===== config.mk =====
export PLATFORM = sky130hd
export DESIGN_NAME = digit_sequencer
export DESIGN_NICKNAME = d
export VERILOG_FILES = /design/src/rtl/seq_pkg.sv /design/src/rtl/seq_prog_rom.sv /design/src/rtl/seq_decoder.sv /design/src/rtl/seq_pc.sv /design/src/rtl/seq_out_reg.sv /design/src/rtl/digit_sequencer.sv
export SDC_FILE = /design/constraint.sdc
export NUM_CORES = 1
export LEC_CHECK = 0
export ABC_AREA = 0
export BUFFER_PORTS_ARGS = -buffer_cell sky130_fd_sc_hd__buf_2
export CAP_MARGIN = 10
export CORE_MARGIN = 1.5
export CORE_UTILIZATION = 49
export CTS_CLUSTER_SIZE = 30
export DETAILED_ROUTE_END_ITERATION = 8
export GPL_ROUTABILITY_DRIVEN = 0
export MAX_ROUTING_LAYER = met4
export PLACE_DENSITY = 0.73
export SYNTH_ARGS = -nofsm -noshare
export SYNTH_HDL_FRONTEND = slang
export SYNTH_SLANG_ARGS = --single-unit

===== constraint.sdc =====
create_clock -name clk -period 2.65 [get_ports clk]
set_clock_uncertainty 0.1 [all_clocks]
set_input_delay 0 -clock clk [delete_from_list [all_inputs] [get_ports clk]]
set_output_delay 0 -clock clk [all_outputs]
set_load 0.1 [all_outputs]

===== src/rtl/seq_pkg.sv =====
package seq_pkg;

    // Widths of the machine
    localparam int PC_W    = 5;
    localparam int FIELD_W = 5;
    localparam int OPC_W   = 2;
    localparam int INSTR_W = OPC_W + FIELD_W;

    // Program labels
    localparam logic [PC_W-1:0] START_LBL = PC_W'(8);
    localparam logic [PC_W-1:0] LOOP_LBL  = PC_W'(12);
    localparam logic [PC_W-1:0] RESET_LBL = PC_W'(0);

    typedef enum logic [OPC_W-1:0] {
        OPC_JMP = 2'b00,
        OPC_JC  = 2'b01,
        OPC_OUT = 2'b10,
        OPC_INC = 2'b11
    } opcode_e;

    typedef struct packed {
        opcode_e              op;
        logic [FIELD_W-1:0]   field;
    } instr_t;

    typedef struct packed {
        logic pc_load;
        logic out_load;
        logic out_inc;
    } ctrl_t;

    function automatic instr_t mk(opcode_e op, logic [FIELD_W-1:0] f);
        instr_t w;
        w.op    = op;
        w.field = f;
        return w;
    endfunction

    // Fixed program, one word per address
    function automatic instr_t program_word(logic [PC_W-1:0] a);
        instr_t w;
        case (a)
            5'd0:    w = mk(OPC_JMP, START_LBL);
            5'd8:    w = mk(OPC_JC,  LOOP_LBL);
            5'd9:    w = mk(OPC_OUT, 5'd3);
            5'd10:   w = mk(OPC_OUT, 5'd1);
            5'd11:   w = mk(OPC_OUT, 5'd4);
            5'd12:   w = mk(OPC_OUT, 5'd1);
            5'd13:   w = mk(OPC_OUT, 5'd5);
            5'd14:   w = mk(OPC_OUT, 5'd9);
            5'd15:   w = mk(OPC_OUT, 5'd29);
            5'd16:   w = mk(OPC_INC, 5'b00000);
            5'd17:   w = mk(OPC_INC, 5'b10101);
            5'd18:   w = mk(OPC_INC, 5'b11111);
            5'd19:   w = mk(OPC_JMP, START_LBL);
            default: w = mk(OPC_JMP, RESET_LBL);
        endcase
        return w;
    endfunction

    // Control decode straight from the opcode bits
    function automatic ctrl_t decode(instr_t w, logic cond);
        ctrl_t c;
        c.out_load = w.op[1] & ~w.op[0];
        c.out_inc  = w.op[1] &  w.op[0];
        c.pc_load  = (w.op == OPC_JMP) | ((w.op == OPC_JC) & cond);
        return c;
    endfunction

endpackage


===== src/rtl/seq_prog_rom.sv =====
module seq_prog_rom
    import seq_pkg::*;
#(
    parameter int ADDR_W = PC_W
) (
    input  logic [ADDR_W-1:0] addr,
    output instr_t            word
);
    logic [PC_W-1:0] a_int;

    generate
        if (ADDR_W >= PC_W) begin : g_trunc
            assign a_int = addr[PC_W-1:0];
        end else begin : g_ext
            assign a_int = {{(PC_W-ADDR_W){1'b0}}, addr};
        end
    endgenerate

    always_comb begin
        word = program_word(a_int);
    end
endmodule


===== src/rtl/seq_decoder.sv =====
module seq_decoder
    import seq_pkg::*;
(
    input  instr_t word,
    input  logic   cond,
    output ctrl_t  ctrl
);
    always_comb begin
        ctrl = decode(word, cond);
    end
endmodule


===== src/rtl/seq_pc.sv =====
module seq_pc #(
    parameter int W = 5
) (
    input  logic         clk,
    input  logic         rst,
    input  logic         load,
    input  logic [W-1:0] target,
    output logic [W-1:0] pc
);
    always_ff @(posedge clk) begin
        if (rst)       pc <= '0;
        else if (load) pc <= target;
        else           pc <= pc + W'(1);
    end
endmodule


===== src/rtl/seq_out_reg.sv =====
module seq_out_reg #(
    parameter int W = 5
) (
    input  logic         clk,
    input  logic         rst,
    input  logic         load,
    input  logic         inc,
    input  logic [W-1:0] din,
    output logic [W-1:0] q
);
    always_ff @(posedge clk) begin
        if (rst)       q <= '0;
        else if (load) q <= din;
        else if (inc)  q <= q + W'(1);
    end
endmodule


===== src/rtl/digit_sequencer.sv =====
module digit_sequencer
    import seq_pkg::*;
(
    input  logic               clk,
    input  logic               rst,
    input  logic               cond_i,
    output logic [FIELD_W-1:0] digit_o,
    output logic [PC_W-1:0]    addr_o
);
    logic [PC_W-1:0]    pc;
    logic [FIELD_W-1:0] val;
    instr_t             word;
    ctrl_t              ctrl;

    seq_prog_rom #(.ADDR_W(PC_W)) u_rom (
        .addr (pc),
        .word (word)
    );

    seq_decoder u_dec (
        .word (word),
        .cond (cond_i),
        .ctrl (ctrl)
    );

    seq_pc #(.W(PC_W)) u_pc (
        .clk    (clk),
        .rst    (rst),
        .load   (ctrl.pc_load),
        .target (word.field),
        .pc     (pc)
    );

    seq_out_reg #(.W(FIELD_W)) u_out (
        .clk  (clk),
        .rst  (rst),
        .load (ctrl.out_load),
        .inc  (ctrl.out_inc),
        .din  (word.field),
        .q    (val)
    );

    assign digit_o = val;
    assign addr_o  = pc;
endmodule


==> key figures, run 1 <==
Clock tree
  – Clk_lat worst skew: between 0.2 and 0.3 ns
  – CTS Buf Count: 3
  – Clk slew on worst S/H paths: about 0.10 ns
  – CTS tree: yes
  – # clock sinks: 17
  – Maximum root-to-sink buffer count: 2
  – Post-CTS sizing: 0
  – Root buffer cell: clkbuf_4
  – H-Tree Depth: 1

STA
  – Final slew viol count: 0
  – Max Fclk: between 0.3 and 0.4 GHz
  – Endpoints failing setup: 0
  – RSZ-0062 raised after global routing: false
  – Clock period minus worst slack: 2.514 ns
  – Setup TNS: 0 ns
  – Hold Fails Final Rpt: 0
  – Slew @ Worst Pin: 0.4847 ns
  – Slew HR: 67.91%
  – Tcrit/Tclk final: roughly 95%

Layout
  – Reg area: between 300 and 400 sq um
  – Fillcell total: about 160
  – Multi-input logic area: 495.5 sq um
  – # diodes: 0
  – Synth-to-layout area growth: 13.73%
  – Most frequent cells in the layout: dfxtp_1 (15), buf_2 (12), nand2_1 (9), nand3_1 (7), ha_1 (7)
  – Commonest non-fill, non-tap cell in the layout: dfxtp_1
  – Share of cells above drive strength 1: between 20% and 30%
  – Nets: roughly 130

Power and ir drop
  – Lkg Pwr: about 0.42 nW
  – Int Pwr: between 0.6 and 0.7 mW
  – Clock network power share: 10.2%
  – Sw Share: a little over 50%
  – Final Power: between 1 and 1.5 mW
  – Net Sw Power: slightly below 0.7 mW
  – Pwr dens: about 1300 mW/mm^2
  – Flop pwr share: between 30% and 40%
  – Peak supply drop: 0.8149 mV
  – Comb power frac: roughly three fifths

Global routing
  – Vias in the first global route: ~650
  – Largest net degree at the start of global routing: 13
  – GRT Overall Usage: 18.74%
  – First-pass GRT wire length: around 2.8 mm
  – Grt ovf: 0
  – Initial antenna violation count: 0

Logic synthesis
  – Synth Flop Type: dfxtp_1
  – Post-synth ARST share: 0%
  – Syn Inst Count: ~100
  – Mean post-synth cell area: between 8 and 9 sq um
  – Post-synth EDFFs: 0
  – Mapped Area: around 900 sq um
  – Netlist cell types: 35
  – Synthesized flop and latch total: 17
  – Syn nets: approximately 110
  – Sequential area share after synthesis: a little under two fifths
  – Ys Warns: 0

Floorplanning
  – DIE AREA: about 0.0021 sq mm
  – Ports: 13
  – Row count: 15
  – Die W: between 40 and 50 um
  – Starting density of the core: a little over half
  – Core Region: about 0.0017 sq mm
  – Die height: about 46 um

Detailed routing
  – DR vias: 780
  – Drt pass-1 iters: 4
  – Post-Route WL: 1.678 mm
  – DRT iter0 DRCs: 12
  – Drt via density: 5.493
  – DRC violations left: 0
  – Avg WL per Cell: approximately 12 um
  – Detail Route Antenna Nets: 0

Critical path
  – Critical path type: flop to flop
  – Slowest cell on crit path: or4_1
  – Crit-path cells: nor2b_4 -> or3b_2 -> a21oi_1 -> inv_1 -> ha_1 -> or4_1 -> o311ai_1
  – Crit path capture type: flop
  – CP Max Fanout: 7
  – Worst EP arrival: approximately 2.6 ns
  – CP peak stage delay: 0.57 ns
  – Worst Path Required: around 2.7 ns
  – Crit start category: flop

Place
  – Dpl hpwl: 1.292 mm
  – Port bufs: 12

Hold path
  – HP Class: input port to flop

Run
  – Max-Cap Viols: 0

Run status
  – Status: completed
==> through the flow <==
stage,worst slack [ns],instance area [sq um],hold WS (ns),cells,util (%)
4_1_cts,0.1340,1026,0.09550,142,59.42
2_1_floorplan,0.1677,904.6,0.1474,102,-
5_1_grt,0.04114,1026,0.1289,142,59.42
3_3_place_gp,0.2740,989.7,0.2168,137,57.32
3_5_place_dp,0.1578,989.7,0.2264,137,57.32
6_report,0.1358,1026,0.08991,142,59.42
==> worst max-delay path: cells and delay by family (launching register included) <==
kind | cells | cell delay [ns]
AOI/OAI and AO/OA | 2 | 0.32
adders and majority gates | 1 | 0.31
buffers and inverters | 1 | 0.12
DFF | 1 | 0.38
and+or+nand+nor | 3 | 1.19
==> state kept, by name (all words and copies together) (netlist names) <==
name,flops
u_rom.word,7
u_out.q,5
u_pc.pc,5
==> logic make-up after synthesis <==
kind of cell / after synthesis / synth area share (%)
simple gates: 36 / 21.50
compound gates: 25 / 19.69
flops: 17 / 37.73
buf+inv: 13 / 7.351
fa+ha+maj: 7 / 9.708
xor+xnor: 3 / 2.913
mux: 1 / 1.110
==> worst paths after layout <==
path / startpoint / to / slack [ns] / cells past startpoint
hold reg to reg: u_pc.pc[0]$_SDFF_PP0_ / u_pc.pc[0]$_SDFF_PP0_ / 0.38 / 1
setup / recovery: u_rom.word[5]$_DFF_P_ / u_rom.word[2]$_DFF_P_ / 0.14 / 7
setup reg to reg: u_rom.word[5]$_DFF_P_ / u_rom.word[2]$_DFF_P_ / 0.14 / 7
hold / removal: cond_i / u_pc.pc[0]$_SDFF_PP0_ / 0.09 / 4
==> cells in the mapped netlist, types with 2 or more instances <==
cell | count | area [sq um]
or3_1 | 2 | 12.51
nand3_1 | 7 | 35.03
nand2_1 | 9 | 33.78
nor3_1 | 4 | 20.02
o211ai_1 | 2 | 15.01
a211oi_1 | 5 | 37.54
o21ai_0 | 3 | 15.01
inv_1 | 6 | 22.52
ha_1 | 7 | 87.58
xor2_1 | 2 | 17.52
clkbuf_1 | 3 | 11.26
a21oi_1 | 3 | 15.01
a22oi_1 | 3 | 22.52
dfxtp_1 | 17 | 340.3
o31ai_1 | 2 | 15.01
nand4_1 | 2 | 12.51
nor2_1 | 5 | 18.77
buf_6 | 2 | 22.52
buf_2 | 2 | 10.01
==> per-layer routing <==
layer	wire length, um	up-vias	track usage, %
li1	-	397	-
met2	788	11	28.89
met5	0	-	-
met4	34	0	5.143
met3	30	4	3.571
met1	825	368	24.82
==> what timing repair did <==
| action | in CTS | in global routing |
|---|---|---|
| hold buffers | 1 | 0 |
| buffers inserted | 0 | 0 |
| endpoints found under the hold margin | 7 | 0 |
==> power groups by stage <==
stage | clock [mW] | sequential [mW] | combinational [mW]
floorplan | 0 | 0.649 | 0.387
global placement | 0 | 0.415 | 0.744
detailed placement | 0 | 0.416 | 0.748
CTS | 0.137 | 0.411 | 0.752
global route | 0.149 | 0.427 | 0.823
finish | 0.133 | 0.412 | 0.756
==> final cells by class <==
class | instances | share of cell area, %
flip-flops and latches | 17 | 33.41
clock buffers | 4 | 2.561
multi-input cells | 72 | 48.29
well taps | 25 | 3.049
inverters | 6 | 2.195
repair buffers | 18 | 10.49
No activity file was read; power rests on OpenSTA's default activity.
==> inputs of run 2 (changes only) <==
--- a/config.mk
+++ b/config.mk
@@ -8,7 +8,7 @@
 export ABC_AREA = 0
 export BUFFER_PORTS_ARGS = -buffer_cell sky130_fd_sc_hd__buf_2
 export CAP_MARGIN = 10
-export CORE_MARGIN = 1.5
+export CORE_MARGIN = 2
 export CORE_UTILIZATION = 49
 export CTS_CLUSTER_SIZE = 30
 export DETAILED_ROUTE_END_ITERATION = 8
==> run 2 against run 1 <==
Against the previous run: first-iteration DRC count is 92% higher; clock-buffer cell count is the same; clock power about the same; sequential cell count unchanged; critical path depth is the same; via count up 0.90%.
==> key figures, run 2 (synthesis gave the netlist of run 1 again) <==
Layout
  – Multi-input logic area: about 500 sq um
  – Finished Layout Cells: ~140
  – Max FFs per register: 7
  – Util after Layout: around three fifths
  – Nets: roughly 130
  – Most frequent cells in the layout: dfxtp_1 (15), buf_2 (12), nand2_1 (9), nand3_1 (7), ha_1 (7)
  – Commonest non-fill, non-tap cell in the layout: dfxtp_1
  – Synth-to-layout area growth: 13.73%
  – # diodes: 0
  – Reg area: approximately 340 sq um
  – Final Instance Area: slightly above 0.001 sq mm
  – Share of cells above drive strength 1: between 20% and 30%
  – Fillcell total: between 150 and 200

Clock tree
  – Clk_lat worst skew: approximately 0.28 ns
  – Hold_buf cts: 1
  – CTS Buf Count: 3
  – # Post-CTS Setup Buffers: 0
  – Root buffer cell: clkbuf_4
  – Post-CTS sizing: 0
  – H-Tree Depth: 1
  – CTS tree: yes
  – # clock sinks: 17
  – Clk slew on worst S/H paths: ~0.09 ns
  – Maximum root-to-sink buffer count: 2

Place
  – Dpl hpwl: around 1.4 mm
  – Placed Area: around 990 sq um
  – DP Worst Slack: 0.1973 ns
  – Dpl cells: 137
  – Port bufs: 12

Critical path
  – Worst Path Required: approximately 2.8 ns
  – Worst EP arrival: approximately 2.6 ns
  – Crit start category: flop
  – Crit path capture type: flop
  – Critical path type: flop to flop
  – CP Max Fanout: 7

Detailed routing
  – Detail Route Antenna Nets: 0
  – Post-Route WL: 1.767 mm
  – Drt pass-1 iters: 4
  – DRT iter0 DRCs: 23
  – DR vias: 787
  – Drt via density: roughly 5.5
  – Avg WL per Cell: about 12 um
  – DRC violations left: 0

Floorplanning
  – DIE AREA: 0.002200 sq mm
  – Core Region: around 0.0017 sq mm
  – Die W: about 47 um
  – Starting density of the core: roughly 52%
  – Row count: 15
  – Ports: 13
  – Die height: 46.91 um

STA
  – RSZ-0062 raised after global routing: false
  – Slew @ Worst Pin: around 0.49 ns
  – Clock period minus worst slack: about 2.5 ns
  – Worst hold slack: ~0.087 ns
  – Endpoints failing setup: 0
  – Max Fclk: between 0.4 and 0.5 GHz
  – Tcrit/Tclk final: roughly 94%
  – Post-route setup slack: 0.1573 ns
  – Setup TNS: 0 ns
  – Slew HR: 67.66%
  – Hold Fails Final Rpt: 0
  – Final slew viol count: 0

Global routing
  – Initial antenna violation count: 0
  – Vias in the first global route: slightly below 700
  – Grt ovf: 0
  – GRT Overall Usage: 20.36%
  – First-pass GRT wire length: around 3 mm
  – Largest net degree at the start of global routing: 13

Run status
  – Status: completed

Power and ir drop
  – Pwr dens: 1268 mW/mm^2
  – Final Power: approximately 1.3 mW
  – Peak supply drop: approximately 0.77 mV
  – Lkg Pwr: between 0.4 and 0.5 nW

Hold path
  – HP Class: input port to flop

Run
  – Max-Cap Viols: 0
-- run 2: cell counts in the layout (fill, tap and decap cells not counted) --
Identical to the previous run, type by type.
-- run 2: report_power, final --
part           total, mW  internal [mW]  switching [mW]
logic              0.754          0.231           0.523
clock network      0.134         0.0585          0.0751
registers          0.413          0.336          0.0774
total               1.30          0.625           0.676
-- run 2: worst paths after layout --
check	end	slack, ns	cells past startpoint	startpoint
hold / removal	u_pc.pc[1]$_SDFF_PP0_	0.09	4	cond_i
hold reg to reg	u_pc.pc[0]$_SDFF_PP0_	0.40	1	u_pc.pc[0]$_SDFF_PP0_
setup / recovery	u_rom.word[2]$_DFF_P_	0.16	7	u_rom.word[5]$_DFF_P_
setup reg to reg	u_rom.word[2]$_DFF_P_	0.16	7	u_rom.word[5]$_DFF_P_
-- run 2: worst max-delay path, stage by stage (launching register included) --
cell,delay (ns)
dfxtp_1,0.39
nor2b_4,0.17
or3b_2,0.46
a21oi_1,0.18
inv_1,0.11
ha_1,0.30
or4_1,0.58
o311ai_1,0.11
-- run 2: final cells by class --
| type | instances | area share [%] |
|---|---|---|
| multi-input cells | 72 | 48.29 |
| flip-flops and latches | 17 | 33.41 |
| repair buffers | 18 | 10.49 |
| well taps | 25 | 3.049 |
| clock buffers | 4 | 2.561 |
| inverters | 6 | 2.195 |
-- run 2: routing by layer --
| metal | global-route usage (%) | routed length (um) |
|---|---|---|
| met3 | 3.462 | 36 |
| met1 | 25.93 | 850 |
| met2 | 30.96 | 835 |
| met5 | - | 0 |
| met4 | 10.00 | 44 |
==> inputs of run 3 (changes only) <==
--- a/config.mk
+++ b/config.mk
@@ -13,6 +13,7 @@
 export CTS_CLUSTER_SIZE = 30
 export DETAILED_ROUTE_END_ITERATION = 8
 export GPL_ROUTABILITY_DRIVEN = 0
+export HOLD_SLACK_MARGIN = 0.12
 export MAX_ROUTING_LAYER = met4
 export PLACE_DENSITY = 0.73
 export SYNTH_ARGS = -nofsm -noshare
==> run 3 against run 2 <==
Against the previous run: setup slack improved by 0.0090 ns; register-to-register slack about the same; non-clock buffer count increased by 1; largest cell class unchanged; highest routed layer unchanged.
==> key figures, run 3 (synthesis gave the netlist of run 1 again) <==
Detailed routing
  – Met2 Wirelength: approximately 840 um
  – DRC violations left: 0
  – Met3 WL post-DR: about 34 um
  – DRT iter0 DRCs: 20
  – Drt via density: 5.503
  – DR vias: 787
  – Highest metal used: met4
  – Avg WL per Cell: 12.32 um
  – WL met1: between 800 and 900 um
  – Drt pass-1 iters: 4
  – Detail Route Antenna Nets: 0
  – Post-Route WL: roughly 1.8 mm

Clock tree
  – Root buffer cell: clkbuf_4
  – Maximum root-to-sink buffer count: 2
  – Clk slew on worst S/H paths: approximately 0.09 ns
  – # Post-CTS Setup Buffers: 0
  – H-Tree Depth: 1
  – Hold_buf cts: 2
  – Post-CTS sizing: 0
  – Clk_lat worst skew: 0.28 ns
  – # clock sinks: 17
  – CTS Buf Count: 3
  – CTS tree: yes

Power and ir drop
  – Pwr dens: roughly 1300 mW/mm^2
  – Final Power: about 1.3 mW
  – Peak supply drop: between 0.7 and 0.8 mV
  – Lkg Pwr: 0.4210 nW

Critical path
  – CP Max Fanout: 7
  – Worst Reg-to-Reg Cells: 7
  – Crit path capture type: flop
  – Critical path depth: 7
  – Worst Path Buf+Inv: 1
  – Worst Path Required: approximately 2.8 ns
  – Slowest cell on crit path: or4_1
  – Crit-path cells: nor2b_4 -> or3b_2 -> a21oi_1 -> inv_1 -> ha_1 -> or4_1 -> o311ai_1
  – Cell family with most CP delay: simple AND/OR/NAND/NOR gates
  – Critical path type: flop to flop
  – Crit start category: flop
  – Worst EP arrival: 2.58 ns
  – CP peak stage delay: slightly below 0.6 ns
  – Worst R2R Setup Slack: 0.17 ns

Layout
  – Fillcell total: 170
  – Nets: 129
  – # diodes: 0
  – Share of cells above drive strength 1: around 22%
  – Synth-to-layout area growth: 14.84%
  – Most frequent cells in the layout: dfxtp_1 (15), buf_2 (12), nand2_1 (9), nand3_1 (7), ha_1 (7)
  – Commonest non-fill, non-tap cell in the layout: dfxtp_1
  – Util after Layout: between 60% and 70%
  – Max FFs per register: 7

STA
  – Hold Fails Final Rpt: 0
  – Final slew viol count: 0
  – Tcrit/Tclk final: between 90% and 100%
  – Post-route setup slack: between 0.15 and 0.2 ns
  – Worst hold slack: 0.4029 ns
  – Setup TNS: 0 ns
  – Endpoints failing setup: 0
  – Slew @ Worst Pin: between 0.4 and 0.5 ns
  – RSZ-0062 raised after global routing: false
  – Clock period minus worst slack: ~2.5 ns
  – Slew HR: between 60% and 70%
  – Max Fclk: between 0.4 and 0.5 GHz

Global routing
  – Grt ovf: 0
  – GRT Overall Usage: 20.44%
  – Largest net degree at the start of global routing: 13
  – Initial antenna violation count: 0
  – First-pass GRT wire length: between 3 and 4 mm
  – Vias in the first global route: 696

Floorplanning
  – Ports: 13
  – Starting density of the core: between 50% and 60%
  – Die height: roughly 47 um
  – Row count: 15
  – Die W: between 40 and 50 um
  – DIE AREA: around 0.0022 sq mm
  – Core Region: 0.001727 sq mm

Place
  – DP Worst Slack: between 0.15 and 0.2 ns
  – Dpl hpwl: 1.355 mm
  – Port bufs: 12

Run
  – Max-Cap Viols: 0

Hold path
  – HP Class: flop to flop
  – Cell depth of the worst hold path: 1

Run status
  – Status: completed
run 3: changes by cell type in the layout (fill, tap and decap cells not counted), sizes merged:
cell         change
dlygate4sd3      +1
run 3: where the power goes:
group	switching [mW]	internal (mW)	total [mW]	leakage (nW)
registers	0.0768	0.336	0.412	0.140
clock network	0.0752	0.0585	0.134	0.0150
logic	0.523	0.232	0.755	0.266
run 3: worst register-to-register path, cell delays in order (launching register included):
cell,delay (ns)
dfxtp_1,0.38
nor2b_4,0.17
or3b_2,0.46
a21oi_1,0.18
inv_1,0.11
ha_1,0.30
or4_1,0.58
o311ai_1,0.11
run 3: routing by layer:
metal / vias up / global-route usage, %
met2: 12 / 31.51
met1: 371 / 25.70
li1: 399 / -
met5: - / -
met3: 5 / 3.462
met4: 0 / 10.00
run 3: layout make-up:
type / count / area [sq um] / share of cell area (%)
multi-input cells: 72 / 495.5 / 47.83
repair buffers: 19 / 117.6 / 11.35
flip-flops and latches: 17 / 342.8 / 33.09
inverters: 6 / 22.52 / 2.174
well taps: 25 / 31.28 / 3.019
clock buffers: 4 / 26.28 / 2.536
run 3: path summary, 6_finish.rpt:
check	from	to
max	u_rom.word[5]$_DFF_P_	u_rom.word[2]$_DFF_P_
min reg2reg	u_pc.pc[0]$_SDFF_PP0_	u_pc.pc[0]$_SDFF_PP0_
min	u_pc.pc[0]$_SDFF_PP0_	u_pc.pc[0]$_SDFF_PP0_
max reg2reg	u_rom.word[5]$_DFF_P_	u_rom.word[2]$_DFF_P_
run 3: per-stage QoR:
stage | cell area [sq um] | std cells
CTS | 1036 | 143
floorplan | 904.6 | 102
detailed placement | 989.7 | 137
global route | 1036 | 143
global placement | 989.7 | 137
finish | 1036 | 143
